`src/rtl/inbound_win_pkg.sv`:
```
package inbound_win_pkg;

    typedef enum logic [1:0] {
        SEL_BASE   = 2'd0,
        SEL_TARGET = 2'd1,
        SEL_CTRL   = 2'd2,
        SEL_NONE   = 2'd3
    } cfg_sel_e;

    localparam int CTRL_EN_BIT = 8;
    localparam int MIN_SIZE_LOG2 = 12;

endpackage

```
`src/rtl/iwx_cfg_regs.sv`:
```
module iwx_cfg_regs #(
    parameter int NUM_WIN   = 6,
    parameter int ADDR_W    = 32,
    parameter int WIN_IDX_W = 3,
    parameter int SZ_W      = 6
) (
    input  logic                               clk,
    input  logic                               rst_n,
    input  logic                               cfg_we,
    input  logic [WIN_IDX_W-1:0]               cfg_win,
    input  logic [1:0]                         cfg_sel,
    input  logic [ADDR_W-1:0]                  cfg_wdata,
    output logic [NUM_WIN-1:0][ADDR_W-1:0]     base,
    output logic [NUM_WIN-1:0][ADDR_W-1:0]     target,
    output logic [NUM_WIN-1:0][SZ_W-1:0]       size,
    output logic [NUM_WIN-1:0]                 en,
    output logic [NUM_WIN-1:0]                 misalign
);
    import inbound_win_pkg::*;

    localparam logic [SZ_W-1:0] MIN_SZ = SZ_W'(MIN_SIZE_LOG2);
    localparam logic [SZ_W-1:0] MAX_SZ = SZ_W'(ADDR_W - 1);

    typedef struct packed {
        logic [NUM_WIN-1:0][ADDR_W-1:0] base;
        logic [NUM_WIN-1:0][ADDR_W-1:0] target;
        logic [NUM_WIN-1:0][SZ_W-1:0]   size;
        logic [NUM_WIN-1:0]             en;
        logic [NUM_WIN-1:0]             mis;
    } cfg_state_t;

    cfg_state_t st_d, st_q;

    function automatic logic [ADDR_W-1:0] low_mask(input logic [SZ_W-1:0] s);
        return (ADDR_W'(1) << s) - ADDR_W'(1);
    endfunction

    function automatic logic [SZ_W-1:0] clamp_size(input logic [SZ_W-1:0] s);
        if (s < MIN_SZ)      return MIN_SZ;
        else if (s > MAX_SZ) return MAX_SZ;
        else                 return s;
    endfunction

    always_comb begin
        logic [SZ_W-1:0]   new_sz;
        logic [ADDR_W-1:0] cur_mask;
        st_d     = st_q;
        new_sz   = '0;
        cur_mask = '0;
        if (cfg_we && (int'(cfg_win) < NUM_WIN)) begin
            cur_mask = low_mask(st_q.size[cfg_win]);
            unique case (cfg_sel_e'(cfg_sel))
                SEL_BASE: begin
                    st_d.base[cfg_win] = cfg_wdata;
                    if ((cfg_wdata & cur_mask) != '0) st_d.mis[cfg_win] = 1'b1;
                end
                SEL_TARGET: begin
                    st_d.target[cfg_win] = cfg_wdata;
                    if ((cfg_wdata & cur_mask) != '0) st_d.mis[cfg_win] = 1'b1;
                end
                SEL_CTRL: begin
                    new_sz = clamp_size(cfg_wdata[SZ_W-1:0]);
                    st_d.size[cfg_win] = new_sz;
                    st_d.en[cfg_win]   = cfg_wdata[CTRL_EN_BIT];
                    if (((st_q.base[cfg_win] | st_q.target[cfg_win]) & low_mask(new_sz)) != '0)
                        st_d.mis[cfg_win] = 1'b1;
                end
                default: ;
            endcase
        end
    end

    always_ff @(posedge clk) begin
        if (!rst_n) begin
            st_q.base   <= '0;
            st_q.target <= '0;
            st_q.size   <= {NUM_WIN{MIN_SZ}};
            st_q.en     <= '0;
            st_q.mis    <= '0;
        end else begin
            st_q <= st_d;
        end
    end

    assign base     = st_q.base;
    assign target   = st_q.target;
    assign size     = st_q.size;
    assign en       = st_q.en;
    assign misalign = st_q.mis;

endmodule

```
`src/rtl/iwx_matcher.sv`:
```
module iwx_matcher #(
    parameter int NUM_WIN   = 6,
    parameter int RC_WINS   = 2,
    parameter int ADDR_W    = 32,
    parameter int WIN_IDX_W = 3,
    parameter int SZ_W      = 6
) (
    input  logic                           rc_mode,
    input  logic [ADDR_W-1:0]              in_addr,
    input  logic [NUM_WIN-1:0][ADDR_W-1:0] base,
    input  logic [NUM_WIN-1:0][ADDR_W-1:0] target,
    input  logic [NUM_WIN-1:0][SZ_W-1:0]   size,
    input  logic [NUM_WIN-1:0]             en,
    output logic                           hit,
    output logic                           miss,
    output logic [WIN_IDX_W-1:0]           win,
    output logic [ADDR_W-1:0]              xaddr
);
    logic [NUM_WIN-1:0]             cand;
    logic [NUM_WIN-1:0][ADDR_W-1:0] remap;

    function automatic logic [ADDR_W-1:0] low_mask(input logic [SZ_W-1:0] s);
        return (ADDR_W'(1) << s) - ADDR_W'(1);
    endfunction

    for (genvar g = 0; g < NUM_WIN; g++) begin : g_win
        logic [ADDR_W-1:0] m;
        logic              in_range;
        logic              allowed;
        assign m        = low_mask(size[g]);
        assign in_range = ((in_addr ^ base[g]) & ~m) == '0;
        assign allowed  = en[g] && (!rc_mode || (g < RC_WINS));
        assign cand[g]  = in_range && allowed;
        assign remap[g] = (target[g] & ~m) | (in_addr & m);
    end

    always_comb begin
        hit   = 1'b0;
        win   = '0;
        xaddr = rc_mode ? in_addr : '0;
        for (int i = NUM_WIN - 1; i >= 0; i--) begin
            if (cand[i]) begin
                hit   = 1'b1;
                win   = WIN_IDX_W'(i);
                xaddr = remap[i];
            end
        end
        miss = !hit && !rc_mode;
    end

endmodule

```
`src/rtl/iwx_out_stage.sv`:
```
module iwx_out_stage #(
    parameter int ADDR_W    = 32,
    parameter int WIN_IDX_W = 3
) (
    input  logic                 clk,
    input  logic                 rst_n,
    input  logic                 in_valid,
    output logic                 in_ready,
    input  logic                 nx_hit,
    input  logic                 nx_miss,
    input  logic [WIN_IDX_W-1:0] nx_win,
    input  logic [ADDR_W-1:0]    nx_addr,
    output logic                 out_valid,
    input  logic                 out_ready,
    output logic                 out_hit,
    output logic                 out_miss,
    output logic [WIN_IDX_W-1:0] out_win,
    output logic [ADDR_W-1:0]    out_addr
);
    typedef struct packed {
        logic                 vld;
        logic                 hit;
        logic                 miss;
        logic [WIN_IDX_W-1:0] win;
        logic [ADDR_W-1:0]    addr;
    } stage_t;

    stage_t st_d, st_q;

    assign in_ready = !st_q.vld || out_ready;

    always_comb begin
        st_d = st_q;
        if (in_valid && in_ready) begin
            st_d.vld  = 1'b1;
            st_d.hit  = nx_hit;
            st_d.miss = nx_miss;
            st_d.win  = nx_win;
            st_d.addr = nx_addr;
        end else if (out_ready) begin
            st_d.vld = 1'b0;
        end
    end

    always_ff @(posedge clk) begin
        if (!rst_n) st_q <= '0;
        else        st_q <= st_d;
    end

    assign out_valid = st_q.vld;
    assign out_hit   = st_q.hit;
    assign out_miss  = st_q.miss;
    assign out_win   = st_q.win;
    assign out_addr  = st_q.addr;

endmodule

```
`src/rtl/inbound_win_xlate.sv`:
```
module inbound_win_xlate #(
    parameter  int NUM_WIN   = 6,
    parameter  int RC_WINS   = 2,
    parameter  int ADDR_W    = 32,
    localparam int WIN_IDX_W = (NUM_WIN > 1) ? $clog2(NUM_WIN) : 1
) (
    input  logic                 clk,
    input  logic                 rst_n,
    input  logic                 rc_mode,
    input  logic                 cfg_we,
    input  logic [WIN_IDX_W-1:0] cfg_win,
    input  logic [1:0]           cfg_sel,
    input  logic [ADDR_W-1:0]    cfg_wdata,
    output logic [NUM_WIN-1:0]   misalign_flags,
    input  logic                 in_valid,
    output logic                 in_ready,
    input  logic [ADDR_W-1:0]    in_addr,
    output logic                 out_valid,
    input  logic                 out_ready,
    output logic [ADDR_W-1:0]    out_addr,
    output logic                 out_hit,
    output logic                 out_miss,
    output logic [WIN_IDX_W-1:0] out_win
);
    localparam int SZ_W = $clog2(ADDR_W) + 1;

    logic [NUM_WIN-1:0][ADDR_W-1:0] w_base;
    logic [NUM_WIN-1:0][ADDR_W-1:0] w_target;
    logic [NUM_WIN-1:0][SZ_W-1:0]   w_size;
    logic [NUM_WIN-1:0]             w_en;
    logic                           m_hit, m_miss;
    logic [WIN_IDX_W-1:0]           m_win;
    logic [ADDR_W-1:0]              m_addr;

    iwx_cfg_regs #(
        .NUM_WIN(NUM_WIN), .ADDR_W(ADDR_W), .WIN_IDX_W(WIN_IDX_W), .SZ_W(SZ_W)
    ) u_cfg (
        .clk(clk), .rst_n(rst_n), .cfg_we(cfg_we), .cfg_win(cfg_win),
        .cfg_sel(cfg_sel), .cfg_wdata(cfg_wdata),
        .base(w_base), .target(w_target), .size(w_size), .en(w_en),
        .misalign(misalign_flags)
    );

    iwx_matcher #(
        .NUM_WIN(NUM_WIN), .RC_WINS(RC_WINS), .ADDR_W(ADDR_W),
        .WIN_IDX_W(WIN_IDX_W), .SZ_W(SZ_W)
    ) u_match (
        .rc_mode(rc_mode), .in_addr(in_addr),
        .base(w_base), .target(w_target), .size(w_size), .en(w_en),
        .hit(m_hit), .miss(m_miss), .win(m_win), .xaddr(m_addr)
    );

    iwx_out_stage #(
        .ADDR_W(ADDR_W), .WIN_IDX_W(WIN_IDX_W)
    ) u_stage (
        .clk(clk), .rst_n(rst_n), .in_valid(in_valid), .in_ready(in_ready),
        .nx_hit(m_hit), .nx_miss(m_miss), .nx_win(m_win), .nx_addr(m_addr),
        .out_valid(out_valid), .out_ready(out_ready), .out_hit(out_hit),
        .out_miss(out_miss), .out_win(out_win), .out_addr(out_addr)
    );

endmodule

```
`config.mk`:
```
export PLATFORM = sky130hd
export DESIGN_NAME = inbound_win_xlate
export DESIGN_NICKNAME = d
export VERILOG_FILES = /design/src/rtl/inbound_win_pkg.sv /design/src/rtl/iwx_cfg_regs.sv /design/src/rtl/iwx_matcher.sv /design/src/rtl/iwx_out_stage.sv /design/src/rtl/inbound_win_xlate.sv
export SDC_FILE = /design/constraint.sdc
export NUM_CORES = 2
export LEC_CHECK = 0
export BUFFER_PORTS_ARGS = -buffer_cell sky130_fd_sc_hd__buf_2
export CELL_PAD_IN_SITES_DETAIL_PLACEMENT = 0
export CELL_PAD_IN_SITES_GLOBAL_PLACEMENT = 1
export CORE_MARGIN = 2
export CORE_UTILIZATION = 47
export CTS_CLUSTER_SIZE = 40
export DETAILED_ROUTE_END_ITERATION = 12
export PLACE_DENSITY = 0.92
export SYNTH_ARGS = -nofsm -noshare
export SYNTH_HDL_FRONTEND = slang
export SYNTH_SLANG_ARGS = --single-unit
export TNS_END_PERCENT = 10
```
`constraint.sdc`:
```
create_clock -name clk -period 5 [get_ports clk]
set_input_delay 0.5 -clock clk [delete_from_list [all_inputs] [get_ports clk]]
set_output_delay 0.5 -clock clk [all_outputs]
set_load 0.01 [all_outputs]
```
# Word-level counts from Yosys, hierarchy flattened
# Index checks and enable logic that the tools add are counted.
[word_totals] register_bits=470 inputBits=75 word_cells=168
[classes] add_sub_neg=8 order_cmp=5 eq_ne=4 shift=8 n_mux=44 bitwise=40 n_reduce_logical=34
[ops] cell="32-bit AND" n=20
[ops] cell="192-bit bitwise mux" n=2
[ops] cell="32-bit two-way mux" n=10
[ops] cell="1-bit by 6-bit << shifter with 32-bit output, first input constant" n=8
[ops] cell="32-bit by 2-bit subtractor with 32-bit output, second input constant" n=8
[ops] cell="32-bit bitwise OR" n=7
[ops] cell="32-bit binary-select mux with 3-bit select" n=2
[ops] cell="32-bit logical NOT" n=6
[ops] cell="32-bit NOT" n=6
[ops] cell="32-bit bitwise XOR" n=6
[ops] cell="32-bit demux with 3-bit select" n=1
[ops] cell="32-bit nonzero test" n=2
[ops] cell="6-bit two-way mux" n=8
[ops] cell="36-bit bitwise mux" n=1
[ops] cell="6-bit binary-select mux with 3-bit select" n=1
[ops] cell="6-bit demux with 3-bit select" n=1
[ops] cell="3-bit two-way mux" n=6
[ops] cell="1-bit logical AND" n=14
[ops] cell="6-bit one-hot mux with 2 select lines" n=1
[ops] cell="1-bit two-way mux" n=9
[ops] cell="6-bit bitwise mux" n=1
[ops] cell="6-bit by 5-bit > comparator with 1-bit output, second input constant" n=1
[ops] cell="6-bit by 4-bit < comparator with 1-bit output, second input constant" n=1
[ops] cell="6-bit bitwise OR" n=1
[ops] cell="other kinds (14)" n=20

# Longest topological paths before layout
[depth] word_depth=14 depth_mapped=21 depth_no_buf=15

# Cells and area by module
# Synthesis repeated with hierarchy kept, for this count alone.
[unflattened] cells_unflattened=4360 hier_area_um2=32190.9
[modules_own_cells] mod="iwx_cfg_regs" instances=1 cells_per_inst=2438 area_each_um2=19058.3 seq_area_each_um2=8648.3
[modules_own_cells] mod="iwx_matcher" instances=1 cells_per_inst=1757 area_each_um2=11574.9 seq_area_each_um2=0.0
[modules_own_cells] mod="iwx_out_stage" instances=1 cells_per_inst=165 area_each_um2=1557.7 seq_area_each_um2=760.7

# Worst setup path before layout
# No wires, ideal clock.
[synth_timing] path_kind="reg2reg" start="register, netlist name u_cfg.size[25]" end="register u_cfg.st_q (netlist bit u_cfg.misalign[0])" arrival_time_ns=4.320 required_time_ns=4.868 slack_ns=0.548 stages_incl_launch_ff=21 path_buffers=5 path_cell_list="dfxtp_1 -> buf_2 -> clkbuf_1 -> clkbuf_1 -> inv_1 -> o32ai_1 -> or2_2 -> clkbuf_1 -> nor2_1 -> nand3_1 -> ha_1 -> clkbuf_1 -> clkinv_1 -> nor3_1 -> a22oi_2 -> xor2_1 -> a22o_1 -> a2111oi_0 -> nand3_1 -> o21ai_1 -> o21ai_0"
[synth_between] elab_chain_len=8
[synth_rtl] item="6-bit binary-select mux with 3-bit select" line_no="iwx_cfg_regs.sv:51" source="cur_mask = low_mask(st_q.size[cfg_win]);"
[synth_rtl] item="6-bit two-way mux (implied by the code)" line_no="iwx_cfg_regs.sv:51"
[synth_rtl] item="1-bit by 6-bit << shifter with 32-bit output" line_no="iwx_cfg_regs.sv:35" source="return (ADDR_W'(1) << s) - ADDR_W'(1);"
[synth_rtl] item="32-bit by 2-bit subtractor with 32-bit output" line_no="iwx_cfg_regs.sv:35"
[synth_rtl] item="32-bit AND" line_no="iwx_cfg_regs.sv:55, iwx_cfg_regs.sv:59"
[synth_rtl] item="32-bit nonzero test" line_no="iwx_cfg_regs.sv:55, iwx_cfg_regs.sv:59"
[synth_rtl] item="2-bit by 1-bit inequality test with 1-bit output (no source line)"
[synth_rtl] item="4-bit AND reduction (no source line)"
[synth_rtl] item="to (signal assigned)" line_no="iwx_cfg_regs.sv:81" source="st_q <= st_d;"
[synth_rtl] item="to (decl)" line_no="iwx_cfg_regs.sv:32" source="cfg_state_t st_d, st_q;"
# No other way between the ends. The select of a mux whose other input is x is not followed.
# A chain may end at the register's enable or synchronous reset.

# Worst setup path in the final report
[layout_timing] start="register, netlist name u_cfg.size[14]" end="register u_stage.st_q (netlist bit u_stage.out_addr[29])"
[layout_between] elab_chain_len=9 elab_cells_between_ends=12 classes_between="add/sub: 1; shift: 1; mux: 3; bitwise: 5; reduce/logical: 2"
[layout_rtl] item="1-bit by 6-bit << shifter with 32-bit output *" line_no="iwx_matcher.sv:23" source="return (ADDR_W'(1) << s) - ADDR_W'(1);"
[layout_rtl] item="32-bit by 2-bit subtractor with 32-bit output *" line_no="iwx_matcher.sv:23"
[layout_rtl] item="32-bit NOT" line_no="iwx_matcher.sv:31, iwx_matcher.sv:34"
[layout_rtl] item="32-bit AND" line_no="iwx_matcher.sv:31" source="assign in_range = ((in_addr ^ base[g]) & ~m) == '0;"
[layout_rtl] item="32-bit logical NOT" line_no="iwx_matcher.sv:31"
[layout_rtl] item="1-bit logical AND" line_no="iwx_matcher.sv:33" source="assign cand[g] = in_range && allowed;"
[layout_rtl] item="32-bit two-way mux * (3 in a row)" line_no="iwx_matcher.sv:42" source="if (cand[i]) begin"
[layout_rtl] item="to (signal assigned)" line_no="iwx_out_stage.sv:47" source="else st_q <= st_d;"
[layout_rtl] item="to (decl)" line_no="iwx_out_stage.sv:28" source="stage_t st_d, st_q;"
# Mark *: on every way between the ends. The rest lies on a longest branch, timed or not.

==> flow_metrics.env <==
export IMPL_dieArea_um2=69300
export IMPL_setup_slack_ps=186
export IMPL_syn_inst=4316
export IMPL_cts_path_max_buffers=3
export IMPL_synthFlopType="dfxtp_1"
export IMPL_drive_above_1_share_pct=12.8
export IMPL_clk_latency_ps=670
export IMPL_syn_area_per_cell_um2=7.32
export IMPL_postCtsHoldBufs=0
export IMPL_critPathTopFamily="simple AND/OR/NAND/NOR gates"
export IMPL_antenna_left=0
export IMPL_ios=120
export IMPL_drv_slew=0
export IMPL_synth_seq_cells=470
export IMPL_cts_resized=0
export IMPL_path_cells="or4_1 -> or3_1 -> ha_1 -> or4_1 -> o311ai_0 -> a21oi_1 -> nor4bb_1 -> nand4b_1 -> or3_1 -> buf_4 -> nor4b_4 -> a22oi_1 -> o211ai_1 -> a211oi_1"
export IMPL_arrival_ps=5290
export IMPL_dp_cells=5122
export IMPL_peakVddDrop_uv=280
export IMPL_via_count=36600
export IMPL_htree_levels=2
export IMPL_end_kind="register"
export IMPL_post_cts_setup_buffers=0
export IMPL_final_cells=5229
export IMPL_status="finished, final reports clean"
export IMPL_port_buffers=119
export IMPL_place_detailed_hpwl_mm=141
export IMPL_clock_skew_ps=34.4
export IMPL_rsz0062_at_grt="false"
export IMPL_yosysUniqueCellTypes=93
export IMPL_grtUsageTotal_pct=52.5
export IMPL_dr_pass1_iters=9
export IMPL_tightest_slew_ps=1360
export IMPL_setup_viol=0
export IMPL_antenna_found_initial=7
export IMPL_yosys_warnings=0
export IMPL_max_freq_mhz=208
export IMPL_cap_violations=0
export IMPL_start_util_pct=47.3
export IMPL_layout_common_cells="1010 x nand2_1, 470 x dfxtp_1, 396 x a21boi_0"
export IMPL_p_leak_uw=0.0129
export IMPL_grt_pass1_vias=32300
export IMPL_p_total_uw=9410
export IMPL_die_h_um=263
export IMPL_routed_wirelength_mm=190
export IMPL_fin_util_pct=53.0
export IMPL_drc=0
export IMPL_maxSlewHeadroom_pct=9.53
export IMPL_place_congestion=1.16
export IMPL_die_w_um=263
export IMPL_power_density_nw_per_um2=266
export IMPL_hold_violations=0
export IMPL_clk_pin_slew_ps=70
export IMPL_syn2layout_area_growth_pct=12.0
export IMPL_fin_crit_sh_pct=96.3
export IMPL_tns_ps=0
export IMPL_post_place_ws_ps=302
export IMPL_required_ps=5480
export IMPL_min_path_type="in2reg"
export IMPL_viasPerCell=7.00
export IMPL_cpMaxStageDelayCell="or4_1"
export IMPL_crit_fanout=10
export IMPL_synthArstFlopShare_pct=0
export IMPL_final_common_cell="nand2_1"
export IMPL_cts_sinks=470
export IMPL_cts_buffers=56
export IMPL_fin_crit_ps=4810
export IMPL_row_count=95
export IMPL_critPathLaunchType="register"
export IMPL_ctsRootBufferMaster="clkbuf_16"
export IMPL_grt_max_degree=151
export IMPL_cts_tree="done"
export IMPL_gr_total_overflow=0
export IMPL_synth_area_um2=31600
export IMPL_routedWlPerCell_um=36.3
export IMPL_synth_seq_area_share_pct=29.8
export IMPL_critical_path_class="reg2reg"
export IMPL_drt_iter0_drc=6681
export IMPL_coreArea_um2=66800
export IMPL_cp_buffers_inverters=1
export IMPL_grt_pass1_wl_mm=257
export IMPL_synth_edf_count=0
export IMPL_nets=4390
export IMPL_slowest_delay_ps=580
==> per-stage QoR <==
stage | cell area, um2 | hold WS, ps
final | 35400 | 148
after global routing | 35400 | 196
after CTS | 35400 | 137
after detailed placement | 33500 | 441
after global placement | 33500 | 434
after floorplan | 31600 | 439
==> logic make-up (layout without fill, tap and decap cells) <==
kind of cell | count (synthesis) | count (layout) | share of synthesized area [%]
and+or+nand+nor | 1731 | 1731 | 24.6
DFF | 470 | 470 | 29.8
AOI/OAI and AO/OA | 1288 | 1288 | 28.8
muxes | 151 | 151 | 4.96
other | 1 | 7 | 0.0119
buffers and inverters | 450 | 484 | 5.55
adders and majority gates | 9 | 9 | 0.349
xor gates and xnor gates | 216 | 216 | 5.99
==> cells in the mapped netlist (24+ instances only) <==
master	n	area (um2)
a21oi_1	133	666
buf_2	39	195
nand2b_1	25	156
a21boi_0	396	2970
and2_1	24	150
buf_1	25	93.8
mux2_2	44	495
o22ai_1	62	388
nor3_1	72	360
mux2i_1	107	1070
dfxtp_1	470	9410
o211ai_1	44	330
nand3_1	71	355
a31oi_1	49	307
nor2b_1	28	175
xor2_1	116	1020
clkbuf_1	336	1260
o31ai_1	28	210
xnor2_1	100	876
or3_1	25	156
or2_2	29	181
a211oi_1	25	188
nor4_1	53	332
nor2_1	231	867
nand4_1	37	231
inv_1	46	173
nand2_1	1015	3810
o21ai_0	217	1090
o211a_1	27	270
==> state kept, by name, summed over array words and instances, names as in the netlist <==
register	cells
u_stage.out_valid	1
u_cfg.size	36
u_stage.out_addr	32
u_stage.out_win	3
u_cfg.base	192
u_cfg.en	6
u_stage.out_miss	1
u_cfg.target	192
u_stage.out_hit	1
u_cfg.misalign	6
==> area by class of cell <==
cell class	instances	area, um2
flip-flops and latches	470	9410
multi-input cells	3397	20500
diodes	5	12.5
clock inverters	27	292
repair buffers	335	2300
well taps	873	1090
clock buffers	75	1570
inverters	47	176
fillers	6620	31400
==> final timing paths <==
kind	startpoint	end	slack, ps	depth (start not counted)
setup / recovery	u_cfg.size[14]$_SDFFE_PN1P_	u_stage.out_addr[29]$_SDFFE_PN0P_	190	14
hold / removal	in_valid	u_stage.out_valid$_SDFFE_PN0P_	150	3
setup reg to reg	u_cfg.size[14]$_SDFFE_PN1P_	u_stage.out_addr[29]$_SDFFE_PN0P_	190	14
hold reg to reg	u_cfg.misalign[1]$_SDFFE_PN0P_	u_cfg.misalign[1]$_SDFFE_PN0P_	460	2
==> report_power, final <==
| group | leakage, uW | switching, uW | internal, uW |
|---|---|---|---|
| logic | 0.00821 | 923 | 349 |
| clock network | 0.000907 | 1880 | 2420 |
| registers | 0.00379 | 52.6 | 3780 |
| total | 0.0129 | 2860 | 6550 |
==> layer usage <==
layer	GRT usage [%]	wire length [um]	vias up
met5	0	0	-
met4	36.0	16100	0
met3	19.9	29200	681
met2	70.8	72800	3186
met1	68.4	71900	17400
li1	-	-	15300
==> worst register-to-register path: stages (launching register included) <==
cell and delay (ps):
dfxtp_1 310, or4_1 580, or3_1 330, ha_1 220, or4_1 470, o311ai_0 320, a21oi_1 120, nor4bb_1 480
nand4b_1 290, or3_1 440, buf_4 220, nor4b_4 490, a22oi_1 180, o211ai_1 130, a211oi_1 70
(Power assumes the default switching activity.)
